## src/rtl/dwt_pkg.sv

```systemverilog
`timescale 1ns/1ps
// Shared types for the delayed write completion tracker.
// Assumes nothing beyond IEEE 1800-2017.
package dwt_pkg;
    typedef enum logic [1:0] {
        SLOT_EMPTY    = 2'd0,
        SLOT_PENDING  = 2'd1,
        SLOT_COMPLETE = 2'd2
    } slot_state_t;
endpackage

```

## src/rtl/dwt_req_store.sv

```systemverilog
`timescale 1ns/1ps
// Holds the captured request fields and the completion error flag, and
// compares a repeat against them. Assumes load and set_err never coincide.
module dwt_req_store #(
    parameter int ADDR_W = 32,
    parameter int CMD_W  = 4,
    parameter int BE_W   = 4
) (
    input  logic              clk,
    input  logic              rst_n,
    input  logic              load,
    input  logic [ADDR_W-1:0] in_addr,
    input  logic [CMD_W-1:0]  in_cmd,
    input  logic [BE_W-1:0]   in_be,
    input  logic              set_err,
    input  logic              err_val,
    input  logic [ADDR_W-1:0] cmp_addr,
    input  logic [CMD_W-1:0]  cmp_cmd,
    input  logic [BE_W-1:0]   cmp_be,
    output logic              match,
    output logic [ADDR_W-1:0] q_addr,
    output logic [CMD_W-1:0]  q_cmd,
    output logic [BE_W-1:0]   q_be,
    output logic              q_err
);
    // Capture request fields on load.
    always_ff @(posedge clk) begin
        if (!rst_n) begin
            q_addr <= '0;
            q_cmd  <= '0;
            q_be   <= '0;
        end else if (load) begin
            q_addr <= in_addr;
            q_cmd  <= in_cmd;
            q_be   <= in_be;
        end
    end

    // Completion error flag: cleared by a new capture, written at completion.
    always_ff @(posedge clk) begin
        if (!rst_n)       q_err <= 1'b0;
        else if (load)    q_err <= 1'b0;
        else if (set_err) q_err <= err_val;
    end

    // All three fields must agree for a repeat to match.
    always_comb begin
        match = (cmp_addr == q_addr) && (cmp_cmd == q_cmd) && (cmp_be == q_be);
    end

    a_r1_load_captures: assert property (@(posedge clk) disable iff (!rst_n)
        load |=> (q_addr == $past(in_addr)) && (q_cmd == $past(in_cmd)));
    a_r6_err_recorded: assert property (@(posedge clk) disable iff (!rst_n)
        (set_err && !load) |=> (q_err == $past(err_val)));
endmodule

```

## src/rtl/dwt_discard_timer.sv

```systemverilog
`timescale 1ns/1ps
// Counts cycles while a completion is held and pulses expire after
// DISCARD_CYCLES of them. Assumes run drops once expire has been seen.
module dwt_discard_timer #(
    parameter int DISCARD_CYCLES = 32768
) (
    input  logic clk,
    input  logic rst_n,
    input  logic run,
    output logic expire
);
    localparam int CNT_W = $clog2(DISCARD_CYCLES + 1);
    localparam logic [CNT_W-1:0] LAST = CNT_W'(DISCARD_CYCLES - 1);

    logic [CNT_W-1:0] cnt;

    // Terminal count reached while running.
    always_comb expire = run && (cnt == LAST);

    // Count up while running; restart whenever idle or on expiry.
    always_ff @(posedge clk) begin
        if (!rst_n)                cnt <= '0;
        else if (!run || expire)   cnt <= '0;
        else                       cnt <= cnt + 1'b1;
    end

    a_r11_cnt_bounded: assert property (@(posedge clk) disable iff (!rst_n)
        cnt <= LAST);
    a_r11_idle_zero: assert property (@(posedge clk) disable iff (!rst_n)
        !run |=> (cnt == '0));
endmodule

```

## src/rtl/dly_wr_tracker.sv

```systemverilog
`timescale 1ns/1ps
// Single-slot delayed write tracker. Captures one delayed write, presents
// it to the destination master, holds the completion with its parity error
// flag, and retires it on an exact repeat or drops it on timer expiry.
// Assumes an attempt and a repeat never arrive in the same cycle, and that
// dst_done is raised only while dst_req is high.
module dly_wr_tracker
    import dwt_pkg::*;
#(
    parameter int ADDR_W         = 32,
    parameter int CMD_W          = 4,
    parameter int BE_W           = 4,
    parameter int DISCARD_CYCLES = 32768
) (
    input  logic              clk,
    input  logic              rst_n,
    input  logic              orig_perr_en,
    input  logic              enq_valid,
    input  logic              enq_posted,
    input  logic [ADDR_W-1:0] enq_addr,
    input  logic [CMD_W-1:0]  enq_cmd,
    input  logic [BE_W-1:0]   enq_be,
    input  logic              enq_perr,
    output logic              enq_retry,
    output logic              dst_req,
    output logic [ADDR_W-1:0] dst_addr,
    output logic [CMD_W-1:0]  dst_cmd,
    output logic [BE_W-1:0]   dst_be,
    input  logic              dst_done,
    input  logic              dst_perr,
    input  logic              rpt_valid,
    input  logic [ADDR_W-1:0] rpt_addr,
    input  logic [CMD_W-1:0]  rpt_cmd,
    input  logic [BE_W-1:0]   rpt_be,
    input  logic              rpt_perr,
    output logic              rpt_retire,
    output logic              rpt_perr_out,
    output logic              orig_dpe_set,
    output logic              dst_mdpe,
    output logic              discard_to,
    output logic              occupied
);
    slot_state_t state, state_nx;
    logic dly_try, bad_try, take, finish, match, held_err, expire;

    // Classify the incoming attempt.
    always_comb begin
        dly_try = enq_valid && !enq_posted;
        bad_try = enq_perr && orig_perr_en;
        take    = dly_try && !bad_try && (state == SLOT_EMPTY);
        finish  = (state == SLOT_PENDING) && dst_done;
    end

    dwt_req_store #(.ADDR_W(ADDR_W), .CMD_W(CMD_W), .BE_W(BE_W)) u_store (
        .clk(clk), .rst_n(rst_n),
        .load(take), .in_addr(enq_addr), .in_cmd(enq_cmd), .in_be(enq_be),
        .set_err(finish), .err_val(dst_perr),
        .cmp_addr(rpt_addr), .cmp_cmd(rpt_cmd), .cmp_be(rpt_be),
        .match(match),
        .q_addr(dst_addr), .q_cmd(dst_cmd), .q_be(dst_be), .q_err(held_err)
    );

    dwt_discard_timer #(.DISCARD_CYCLES(DISCARD_CYCLES)) u_timer (
        .clk(clk), .rst_n(rst_n),
        .run(state == SLOT_COMPLETE), .expire(expire)
    );

    // Port-side responses for attempts and repeats.
    always_comb begin
        enq_retry    = dly_try && !bad_try && (state != SLOT_EMPTY);
        rpt_retire   = rpt_valid && !rpt_perr && (state == SLOT_COMPLETE) && match;
        rpt_perr_out = rpt_retire && held_err && orig_perr_en;
        orig_dpe_set = (enq_valid && enq_perr) || (rpt_valid && rpt_perr);
        dst_req      = (state == SLOT_PENDING);
        occupied     = (state != SLOT_EMPTY);
    end

    // Slot sequencing: empty -> pending -> complete -> empty.
    always_comb begin
        state_nx = state;
        case (state)
            SLOT_EMPTY:    if (take) state_nx = SLOT_PENDING;
            SLOT_PENDING:  if (dst_done) state_nx = SLOT_COMPLETE;
            SLOT_COMPLETE: if (rpt_retire || expire) state_nx = SLOT_EMPTY;
            default:       state_nx = SLOT_EMPTY;
        endcase
    end

    // State register.
    always_ff @(posedge clk) begin
        if (!rst_n) state <= SLOT_EMPTY;
        else        state <= state_nx;
    end

    // Sticky status bits.
    always_ff @(posedge clk) begin
        if (!rst_n) begin
            dst_mdpe   <= 1'b0;
            discard_to <= 1'b0;
        end else begin
            if (finish && dst_perr) dst_mdpe <= 1'b1;
            if (expire && !rpt_retire) discard_to <= 1'b1;
        end
    end

    a_r1_take_requests: assert property (@(posedge clk) disable iff (!rst_n)
        (enq_valid && !enq_posted && !enq_perr && !occupied) |=> dst_req);
    a_r2_bad_dropped: assert property (@(posedge clk) disable iff (!rst_n)
        (enq_valid && !enq_posted && enq_perr && orig_perr_en && !occupied) |=> !occupied);
    a_r4_retry_keeps: assert property (@(posedge clk) disable iff (!rst_n)
        enq_retry |=> $stable(dst_addr) && $stable(dst_be));
    a_r6_done_ends_req: assert property (@(posedge clk) disable iff (!rst_n)
        (dst_req && dst_done) |=> !dst_req && occupied);
    a_r6_mdpe_set: assert property (@(posedge clk) disable iff (!rst_n)
        (dst_req && dst_done && dst_perr) |=> dst_mdpe);
    a_r6_mdpe_sticky: assert property (@(posedge clk) disable iff (!rst_n)
        dst_mdpe |=> dst_mdpe);
    a_r7_retire_empties: assert property (@(posedge clk) disable iff (!rst_n)
        rpt_retire |=> !occupied);
    a_r9_retire_no_dpe: assert property (@(posedge clk) disable iff (!rst_n)
        (rpt_retire && !enq_valid) |-> !orig_dpe_set);
    a_r11_empty_cause: assert property (@(posedge clk) disable iff (!rst_n)
        $fell(occupied) |-> ($past(rpt_retire) || discard_to));
endmodule

```

## config.mk

```make
export PLATFORM = sky130hd
export DESIGN_NAME = dly_wr_tracker
export DESIGN_NICKNAME = d
export VERILOG_FILES = /design/src/rtl/dwt_pkg.sv /design/src/rtl/dwt_req_store.sv /design/src/rtl/dwt_discard_timer.sv /design/src/rtl/dly_wr_tracker.sv
export SDC_FILE = /design/constraint.sdc
export NUM_CORES = 1
export LEC_CHECK = 0
export BUFFER_PORTS_ARGS = -buffer_cell sky130_fd_sc_hd__buf_4
export CORE_UTILIZATION = 40
export DETAILED_ROUTE_END_ITERATION = 12
export PLACE_DENSITY_LB_ADDON = 0.1
export RECOVER_POWER = 50
export SYNTH_ARGS = -nofsm -noshare
export SYNTH_HDL_FRONTEND = slang
export SYNTH_SLANG_ARGS = --single-unit
export TNS_END_PERCENT = 10
```

## constraint.sdc

```tcl
create_clock -name clk -period 1.65 [get_ports clk]
set_input_delay 0.165 -clock clk [delete_from_list [all_inputs] [get_ports clk]]
set_output_delay 0.165 -clock clk [all_outputs]
set_load 0.005 [all_outputs]
```

==> results.cfg, run 1 <==
[sta]
slew_viol_final = 0
max_freq_mhz = 483.7
finalSetupTns_ps = -806.4
hold-worst-slack_ps = 76.58
finalCritPeriodShare_pct = 125.3
fin_skew_ps = 6.003
tightest_slew_ps = 306.8
rsz0062_at_grt = yes
fin_ws_ps = -417.3
finalHoldViolCount = 0
slew_headroom_pct = 79.36
finalSetupViolCount = 2
post-route-min-period_ps = 2067

[setup_path]
crit_type = reg2out
r2r-start = u_store.q_addr[1]$_SDFFE_PN0P_
crit_path_start_kind = flop
endpoint_kind = output pin
path_cells = xor2_1, nor4_2, nand4_1, nor4_4, and3_1, buf_4
reg2reg_slack_ps = 50
cp_max_fo = 2
cp_slowest_cell = nor4_2
path_buf_inv = 1
critical_path_arrival_ps = 1900
crit_family = simple AND/OR/NAND/NOR gates
r2r-end = discard_to$_SDFFE_PN0P_
worst_r2r_path_depth = 6
cp_slowest_stage_delay_ps = 350
crit_required_ps = 1480

[min_path]
holdPathEnd = u_store.q_addr[1]$_SDFFE_PN0P_
hold_class = in2reg
hold_start = enq_addr[1]
worst_hold_path.num_cells = 3

[synthesis]
async_flop_share_pct = 0
netlist_area_mm2 = 0.002855
synth_warnings = 0
synth_nets = 425
synth_edf_count = 0
netlist_instances = 334
ys_ff_latch = 61
synth-seq-area-share_pct = 42.77
yosys_most_used_dff = dfxtp_1
synth_top_area_share_pct = 42.77
synth_cell_types = 37
synth_top_cell_by_area = dfxtp_1
synth.avg_cell_area_um2 = 8.549
synth.area.top_cells = dfxtp_1 43%, xor2_1 14%, nand2_1 12%

[finish]
final_area_mm2 = 0.004431
final_common_cell = buf_4
layoutNonFillerInstCount = 611
nNetsFinal = 602
n_antenna_cell = 0
layout-drive-gt1-share_pct = 38.83
syn2layout_area_growth_pct = 55.17
layout_common_cells = 138 x buf_4, 89 x nand2_1, 56 x dfxtp_1
post-route-util_pct = 64.85

[clock_network]
cts.sinks = 61
clk_pin_slew_worst_paths_ps = 60
htree_levels = 3
clockBufferDepth = 2
hold_buffers = 0
cts_root_buf = clkbuf_8
cts_buffers = 9
clkLatencyLatePin_ps = 330
post_cts_buffers = 0
cts_tree = built

[placement]
placed_cells_incl_taps = 596
place_area_mm2 = 0.004304
dp_hpwl_um = 6159
io_buffer_count = 137
place.gp.congestion = 0.8245
dp_slack_ps = -242.4

[detailed_routing]
ant_nets = 0
vias_per_cell = 4.615
wire_per_inst_um = 13.17
drc = 0
totalWireLength_um = 8049
drtPass1Iterations = 6
vias = 2820
drtIter0Drc = 130

[global_routing]
antenna_found_initial = 0
grt_pass1_wl_um = 12580
grt_max_degree = 33
grt.total_usage_pct = 22.36
grt_overflow = 0
grt_pass1_vias = 2622

[floorplan]
fp.dieArea_mm2 = 0.007480
dieHeight_um = 86.49
die_w_um = 86.49
io_pins = 138
coreArea_mm2 = 0.006832
fp-row-count = 30
start_util_pct = 41.79

[pwr]
powerDensity_mw_per_mm2 = 724.8
irDropWorstVdd_mv = 0.4153
leakagePower_nw = 1.984
finalPower_mw = 3.211

[job]
max-cap-violations = 0

[outcome]
violations = negative setup slack
outcome = complete, but fails checks
[cells by family (layout without fill, tap and decap cells)]
group	Yosys count	in the layout	synth area share, %
simple gates	152	152	25.33
flops	61	61	42.77
fa+ha+maj	1	1	0.4381
mux	1	1	0.3944
xor+xnor	53	53	16.26
buf+inv	19	200	2.848
compound gates	47	47	11.96
[per-layer routing]
layer	track usage, %	wire length [um]	vias to the layer above
met5	0	0	-
met1	27.97	3646	1253
met3	6.000	502	11
met4	8.636	150	0
li1	-	-	1452
met2	36.80	3749	104
[worst max path at each step]
stage                                     from  slack, ps            to  cells past startpoint
2_1_floorplan     u_store.q_be[0]$_SDFFE_PN0P_         30  rpt_perr_out                      5
3_3_place_gp     u_store.q_cmd[2]$_SDFFE_PN0P_       -260  rpt_perr_out                      6
3_5_place_dp   u_store.q_addr[22]$_SDFFE_PN0P_       -240  rpt_perr_out                      6
4_1_cts         u_store.q_addr[1]$_SDFFE_PN0P_       -540  rpt_perr_out                      6
5_1_grt         u_store.q_addr[1]$_SDFFE_PN0P_       -560  rpt_perr_out                      6
6_report        u_store.q_addr[1]$_SDFFE_PN0P_       -420  rpt_perr_out                      6
[tightest hold or removal path: cells and delay by family]
| kind | cells | cell delay, ps |
|---|---|---|
| AND/OR/NAND/NOR | 1 | 50 |
| AO/OA/AOI/OAI | 1 | 50 |
| buffers and inverters | 1 | 110 |
[cell type report]
class                      count  area (um2)
clock buffer                  13       148.9
clock inverter                 2       10.01
fill                         651        2401
inverter                       3       11.26
multi-input combinational    254        1572
sequential                    61        1227
tap                           96       120.1
timing repair buffer         182        1341
[cells in the mapped netlist, drive strengths merged (3+ instances only)]
library cell,instances
nand2,89
xor2,45
or2,3
a21boi,40
dfxtp,61
xnor2,8
clkbuf,12
buf,4
inv,3
nor3,3
o21ai,3
nand4,5
nand3,7
nor2,21
nor4,10
[sequential cells by signal, summed over array words and instances (netlist names)]
name,cells
u_store.q_cmd,4
u_store.q_be,4
u_timer.cnt,16
u_store.q_err,1
u_store.q_addr,32
discard_to,1
state,2
dst_mdpe,1
[power breakdown]
part	internal, mW	total, mW	switching (mW)
Sequential	1.52	1.55	0.0324
Clock	0.574	1.11	0.538
Combinational	0.326	0.545	0.219
Total	2.42	3.21	0.790
[repair_timing]
action / in CTS / in global routing
resized for setup: 1 / 6
setup endpoints to repair: 4 / 18
pin swaps: 7 / 9
Power figures use the tool's default switching activity.
==> run 2, diff against run 1 <==
Settings changed: CORE_UTILIZATION 40 to 30, SLEW_MARGIN set to 25.
==> results.cfg, run 2 (synthesis results as in run 1) <==
[outcome]
outcome = complete, but fails checks
violations = negative setup slack

[placement]
io_buffer_count = 137
dp_hpwl_um = 6447
place_area_mm2 = 0.004380
place.gp.congestion = 0.7830
dp_slack_ps = -300.5
placed_cells_incl_taps = 632

[global_routing]
grt_pass1_wl_um = 13610
grt_pass1_vias = 2745
grt_max_degree = 27
grtUsageMet2_pct = 28.53
grt_use_met3_pct = 4.287
antenna_found_initial = 0
top_usage_layer = met2
grt_overflow = 0
grt.total_usage_pct = 18.10
met1_usage_pct = 23.60

[floorplan]
coreArea_mm2 = 0.009240
start_util_pct = 30.90
die_w_um = 99.56
fp-row-count = 35
io_pins = 138
dieHeight_um = 99.56
fp.dieArea_mm2 = 0.009911

[sta]
fin_skew_ps = 7.599
slew_headroom_pct = 79.89
finalCritPeriodShare_pct = 130.8
fin_ws_ps = -508.8
finalHoldViolCount = 0
post-route-min-period_ps = 2159
rsz0062_at_grt = yes
slew_viol_final = 0
tightest_slew_ps = 299.1
finalSetupViolCount = 4
max_freq_mhz = 463.2

[detailed_routing]
vias_per_cell = 4.332
drc = 0
drtPass1Iterations = 4
vias = 2807
wire_per_inst_um = 13.00
ant_nets = 0
drtIter0Drc = 81
totalWireLength_um = 8424

[finish]
n_antenna_cell = 0
syn2layout_area_growth_pct = 61.26
nNetsFinal = 605
layout-drive-gt1-share_pct = 40.27
largest_reg_flops = 32
layoutNonFillerInstCount = 648
post-route-util_pct = 49.83
fill_cells = 938
reg_top3 = u_store.q_addr x32, u_timer.cnt x16
layout_common_cells = 154 x buf_4, 89 x nand2_1, 59 x dfxtp_1
final_area_mm2 = 0.004604
final_common_cell = buf_4
top_register = u_store.q_addr

[clock_network]
clk_pin_slew_worst_paths_ps = 70
cts_root_buf = clkbuf_8
cts_buffers = 9
post_cts_buffers = 0
clockBufferDepth = 2
cts_tree = built
clkLatencyLatePin_ps = 340
cts.sinks = 61
hold_buffers = 0
htree_levels = 3

[pwr]
p_sw_share_pct = 23.37
power_frac_seq_pct = 42.7
irDropWorstVdd_mv = 0.4264
powerDensity_mw_per_mm2 = 790.7
share_comb_of_total_power_pct = 15.5
switchingPower_uw = 850.7
finalPower_mw = 3.641
p_int_mw = 2.790
pwr-share-clk_pct = 41.9
leakagePower_nw = 2.064

[setup_path]
cp_slowest_cell = dfxtp_2
crit_top_cell = buf_4
path_cells = xor2_2, nor4_2, buf_4, nand4_1, nor4_4, and3_1, buf_4
crit_type = reg2out
crit_path_start_kind = flop
cp_max_fo = 2
crit_family = simple AND/OR/NAND/NOR gates
reg2reg_slack_ps = -30
path_buf_inv = 2
endpoint_kind = output pin
crit_required_ps = 1480
critical_path_arrival_ps = 1990
cp_slowest_stage_delay_ps = 330

[min_path]
hold_class = in2reg

[job]
max-cap-violations = 0
-- run 2: worst paths after layout --
check,from,to,cells past startpoint
worst max-delay path,u_store.q_addr[1]$_SDFFE_PN0P_,rpt_perr_out,7
worst min register to register,u_timer.cnt[0]$_SDFF_PP0_,u_timer.cnt[0]$_SDFF_PP0_,1
worst max register to register,u_store.q_addr[1]$_SDFFE_PN0P_,discard_to$_SDFFE_PN0P_,7
worst min-delay path,enq_be[0],u_store.q_be[0]$_SDFFE_PN0P_,3
-- run 2: worst reg2reg max path: stages, from the launching register on --
cell	delay [ps]
dfxtp_2	330
xor2_2	150
nor4_2	330
buf_4	160
nand4_1	140
nor4_4	240
buf_4	180
o21ai_1	60
-- run 2: layout make-up --
cell class                      count  area, um2  area share, %
Sequential cell                    61       1224          26.58
Tap cell                          129      161.4          3.505
Timing Repair Buffer              185       1400          30.41
Multi-Input combinational cell    254       1583          34.38
Clock buffer                       12      155.1          3.370
Inverter                            3      11.26         0.2446
Clock inverter                      4      70.07          1.522
-- run 2: metrics by stage --
step / hold slack [ps] / TNS (ps)
after global placement: 419.3 / -1033
after global routing: 47.23 / -1694
after detailed placement: 423.2 / -966.5
final: 59.43 / -1059
after floorplan: 299.8 / 0
after CTS: 43.94 / -1252
-- run 2: what timing repair did --
action,in CTS,in global routing
pin swaps,7,2
resized for setup,4,4
setup endpoints to repair,5,5
-- run 2: power groups by stage --
stage	Clock [mW]	Sequential, mW	Combinational [mW]
final	1.52	1.55	0.563
after global routing	1.64	1.56	0.624
after CTS	1.58	1.55	0.578
after detailed placement	0	1.59	0.572
after global placement	0	1.58	0.569
after floorplan	0	1.59	0.185
-- run 2: layer usage --
metal	vias to the layer above	share of wire, %
met2	99	44
met1	1240	47
met4	0	1.7
met5	-	0
met3	9	6.9
li1	1459	-
